[src/rtl/burst_sram.sv]
module burst_sram #(
  parameter int AW = 8,
  parameter int DW = 9,
  parameter int BW = 2
) (
  input  logic          clk,
  input  logic          rst_n,
  input  logic          chip_idle,
  input  logic          strobe_n,
  input  logic          adv_n,
  input  logic          wr_n,
  input  logic [AW-1:0] addr,
  input  logic [DW-1:0] wdata,
  input  logic          oe_n,
  output logic [DW-1:0] rdata,
  output logic          rvalid
);
  localparam int DEPTH = 1 << AW;

  logic [DW-1:0] mem [DEPTH];
  logic [AW-1:0] cur_addr;
  logic          sel;
  logic          rd_q;
  logic [DW-1:0] q;

  wire start = !strobe_n && !chip_idle;
  wire desel = !strobe_n && chip_idle;
  wire step  = strobe_n && !adv_n && sel;
  wire stall = strobe_n && adv_n && sel;
  wire access = start || step || stall;

  wire [BW-1:0] low_inc = cur_addr[BW-1:0] + 1'b1;
  wire [AW-1:0] use_addr = start ? addr :
                           step  ? {cur_addr[AW-1:BW], low_inc} : cur_addr;

  always_ff @(posedge clk or negedge rst_n) begin
    if (!rst_n) begin
      cur_addr <= '0;
      sel      <= 1'b0;
      rd_q     <= 1'b0;
      q        <= '0;
    end else begin
      if (start || step) cur_addr <= use_addr;
      if (start) sel <= 1'b1;
      else if (desel) sel <= 1'b0;
      rd_q <= access && wr_n;
      if (access && wr_n) q <= mem[use_addr];
    end
  end

  always_ff @(posedge clk) begin
    if (access && !wr_n) mem[use_addr] <= wdata;
  end

  assign rvalid = rd_q && !oe_n;
  assign rdata  = rvalid ? q : '0;

  AST_DESEL_NO_DRIVE: assert property (@(posedge clk) disable iff (!rst_n)
    (!strobe_n && chip_idle) |=> !rvalid);
  AST_BEGIN_LOAD: assert property (@(posedge clk) disable iff (!rst_n)
    (!strobe_n && !chip_idle) |=> (cur_addr == $past(addr)));
  AST_STEP_WRAP: assert property (@(posedge clk) disable iff (!rst_n)
    (strobe_n && !adv_n && sel) |=> ((cur_addr[BW-1:0] == $past(cur_addr[BW-1:0]) + 1'b1) && $stable(cur_addr[AW-1:BW])));
  AST_HOLD_ADDR: assert property (@(posedge clk) disable iff (!rst_n)
    (strobe_n && adv_n) |=> $stable(cur_addr));
  AST_WRITE_NO_DRIVE: assert property (@(posedge clk) disable iff (!rst_n)
    (!wr_n) |=> !rvalid);
endmodule

[config.mk]
export PLATFORM = sky130hd
export DESIGN_NAME = burst_sram
export DESIGN_NICKNAME = d
export VERILOG_FILES = /design/src/rtl/burst_sram.sv
export SDC_FILE = /design/constraint.sdc
export NUM_CORES = 2
export LEC_CHECK = 0
export BUFFER_PORTS_ARGS = -buffer_cell sky130_fd_sc_hd__buf_2
export CORE_MARGIN = 2
export CORE_UTILIZATION = 35
export DETAILED_ROUTE_END_ITERATION = 12
export HOLD_SLACK_MARGIN = 0.12
export PLACE_DENSITY = 0.54
export SYNTH_ARGS = -nofsm -noshare
export SYNTH_HDL_FRONTEND = slang
export SYNTH_SLANG_ARGS = --single-unit
[constraint.sdc]
create_clock -name clk -period 4.27 [get_ports clk]
set_input_delay 0.427 -clock clk [delete_from_list [all_inputs] [get_ports clk]]
set_output_delay 0.427 -clock clk [all_outputs]
set_load 0.01 [all_outputs]
==> impl_metrics.toml <==
[power_and_ir_drop]
total_power_mw = 52.6
p_clk_share_pct = 39.0
p_seq_share_pct = 48.0
vdd.ir_drop.worst_mv = 0.492
p_switching_mw = 13.4
p_per_area_mw_per_mm2 = 478
comb_power_share_pct = 12.9
switching_share_pct = 25.5
internal_power_mw = 39.2
leakagePower_nw = 37.5

[sta]
drv_slew = 0
setup_violations = 0
hold_viol_final = 0
clock_skew_ns = 0.0733
fmax_mhz = 234
relSlewSlack_pct = 3.43
layout_min_cycle_time_ns = 4.27
holdWs_ns = 0.141
post-route-period-util_pct = 100
tightest_slew_ns = 1.44

[final_layout]
finish.instance_area_mm2 = 0.110
final_common_cell = "edfxtp_1"
layout_common_cells = "2304 x edfxtp_1, 926 x nand2_1, 620 x buf_4"
area_growth_pct = 18.7
drive_gt1_share_pct = 20.2
nets = 6539

[worst_setup_path]
timing.rr.start = "cur_addr[0]"
cp-end-kind = "flop"
crit_type = "flop to flop"
ff2ff_path_depth = 17
crit_path_max_fanout = 21
crit_arrival_ns = 5.04
cp.required_ns = 5.05
reg2reg_to = "q[0]"
critPathLaunchType = "flop"
rrSetupSlack_ns = 0.002

[detailed_routing]
routedWlPerCell_um = 26.8
dr.pass1.iters = 9
drc_errors = 0
drt-initial-drc-count = 6368
routed_wirelength_um = 274000
postRouteAntennaNets = 0
vias = 55300
viasPerCell = 5.40

[clocking]
ctsHtreeMaxLevel = 4
cts_tree = "built"
cts_buffers = 237
clock_latency_ns = 0.89
clock_path_buffers = 3
cts.sinks = 2323
cts-root-buf = "clkbuf_16"
clk_pin_slew_ns = 0.07

[synthesis]
ys_ff_latch = 2323
avgSynthCellArea_um2 = 15.7
ys.flop_type = "edfxtp_1"
synthesis.area_mm2 = 0.0927
synth_edf_count = 2304
synthCells = 5898
ys_seq_area_share_pct = 75.1
ys_types = 73
synth_nets = 5922
synthArstFlopShare_pct = 0.818
ys_warn_count = 0

[worst_hold_path]
hold_path_class = "input pin to flop"
min_to = "mem[245][8]"
hold_path_depth = 1
min_from = "wdata[8]"

[floorplanning]
io_pins = 34
start_util_pct = 35.3
die_area_mm2 = 0.269
core_area_mm2 = 0.263
fp.dieW_um = 519
rows = 188
fp.dieH_um = 519

[flow_run]
maxCapViolations = 0

[global_route]
antenna_found_initial = 8
grt_pass1_vias = 54000
overflow = 0
grt_max_degree = 150
grt_pass1_wl_um = 392000
grt_usage_pct = 19.8

[place]
place_hpwl_um = 174000
io_buffer_count = 33
place.gp.congestion = 0.891
placedInstanceArea_mm2 = 0.102

[outcome]
outcome = "completed"
==> power groups by stage <==
stage / clock (mW) / sequential [mW] / combinational, mW
floorplan: 0 / 25.6 / 3.47
global placement: 0 / 25.7 / 6.65
detailed placement: 0 / 25.7 / 6.69
CTS: 20.9 / 25.3 / 6.75
global route: 21.7 / 25.2 / 7.16
finish: 20.5 / 25.3 / 6.80
==> kinds of logic after synthesis <==
logic type,count (synthesis),share of synthesized area (%)
AO/OA/AOI/OAI,782,5.89
buffers and inverters,403,1.87
AND/OR/NAND/NOR,1734,8.11
flip-flops,2323,75.1
multiplexers,656,9.00
==> state kept, by name, summed over array words and instances (netlist names) <==
name and flops:
mem 2304, q 9, cur_addr 8, rd_q 1
sel 1
==> metal layers <==
layer  wire [µm]  share of wire [%]  up-vias  GRT usage, %
li1            -                  -    24200             -
met2      130000                 48     2056          32.2
met1      118000                 43    28600          27.6
met3       17600                6.4      413          2.77
met4        8460                3.1        6          6.17
met5          41              0.015        -             0
==> critical path, cell delays in order, from the launching register on <==
cell and delay (ns):
dfrtp_1 0.43, and4bb_2 0.34, a221oi_4 0.04, buf_4 0.17
buf_12 0.15, inv_8 0.11, buf_6 0.22, buf_6 0.23
buf_4 0.21, buf_12 0.20, buf_6 0.20, o211ai_1 0.13
o211ai_1 0.12, nand4_1 0.29, a211oi_2 0.40, buf_4 0.20
nand4_1 0.26, o32a_1 0.38
==> worst max path at each step <==
| stage | startpoint | to | slack (ns) | cells after the start |
|---|---|---|---|---|
| 2_1_floorplan | adv_n | mem[101][0] | 0.71 | 14 |
| 3_3_place_gp | chip_idle | q[3] | -0.72 | 14 |
| 3_5_place_dp | chip_idle | q[0] | -0.67 | 15 |
| 4_1_cts | cur_addr[1] | q[0] | -0.05 | 14 |
| 5_1_grt | cur_addr[0] | q[0] | -0.02 | 14 |
| 6_report | cur_addr[0] | q[0] | 0.002 | 17 |
==> final cells by class <==
cell class / count / area (µm²)
clock inverter: 151 / 1520
tap: 3515 / 4400
clock buffer: 289 / 6170
timing repair inverter: 1 / 8.76
inverter: 40 / 170
sequential: 2323 / 69700
multi-input combinational: 3172 / 21600
fill: 23800 / 153000
antenna: 4 / 10.0
timing repair buffer: 740 / 6500
==> stage by stage <==
step           setup TNS, ns  setup slack, ns  std cells  utilization, %
3_5_place_dp           -3.43           -0.675       9770            38.8
5_1_grt              -0.0357          -0.0202      10200            41.9
4_1_cts              -0.0477          -0.0477      10200            41.8
2_1_floorplan              0            0.710       5898               -
3_3_place_gp           -3.58           -0.718       9770            38.8
6_report                   0          0.00178      10200            41.9
==> cell usage after synthesis, types with 14 or more instances <==
| library cell | instances | area (µm²) |
|---|---|---|
| a2111oi_0 | 19 | 166 |
| a211o_1 | 23 | 201 |
| a211oi_1 | 27 | 203 |
| a21oi_1 | 188 | 941 |
| a22oi_1 | 46 | 345 |
| a311oi_1 | 35 | 307 |
| a31oi_1 | 42 | 263 |
| a32o_1 | 17 | 170 |
| and2_1 | 14 | 87.6 |
| and3_1 | 71 | 444 |
| buf_1 | 52 | 195 |
| buf_2 | 94 | 470 |
| buf_4 | 19 | 143 |
| clkbuf_1 | 194 | 728 |
| dfrtp_1 | 19 | 475 |
| edfxtp_1 | 2304 | 69200 |
| inv_1 | 36 | 135 |
| mux2_1 | 15 | 169 |
| mux2_2 | 82 | 923 |
| mux2i_1 | 426 | 4260 |
| mux4_2 | 132 | 2970 |
| nand2_1 | 937 | 3520 |
| nand3_1 | 245 | 1230 |
| nand4_1 | 35 | 219 |
| nor2_1 | 288 | 1080 |
| nor3_1 | 42 | 210 |
| nor4_1 | 30 | 188 |
| o2111ai_1 | 23 | 201 |
| o211ai_1 | 115 | 863 |
| o21ai_0 | 18 | 90.1 |
| o221ai_1 | 18 | 158 |
| o22ai_1 | 107 | 669 |
| o31ai_1 | 19 | 143 |
| or4_1 | 24 | 180 |
==> what timing repair did <==
item,CTS,global route
pin swaps,3,3
gates resized for setup,26,16
hold endpoints to repair,214,0
hold buffers,14,0
buffers inserted,1,4
cloned,0,2
endpoints found under the setup margin,8,8
Power figures use the tool's default switching activity.
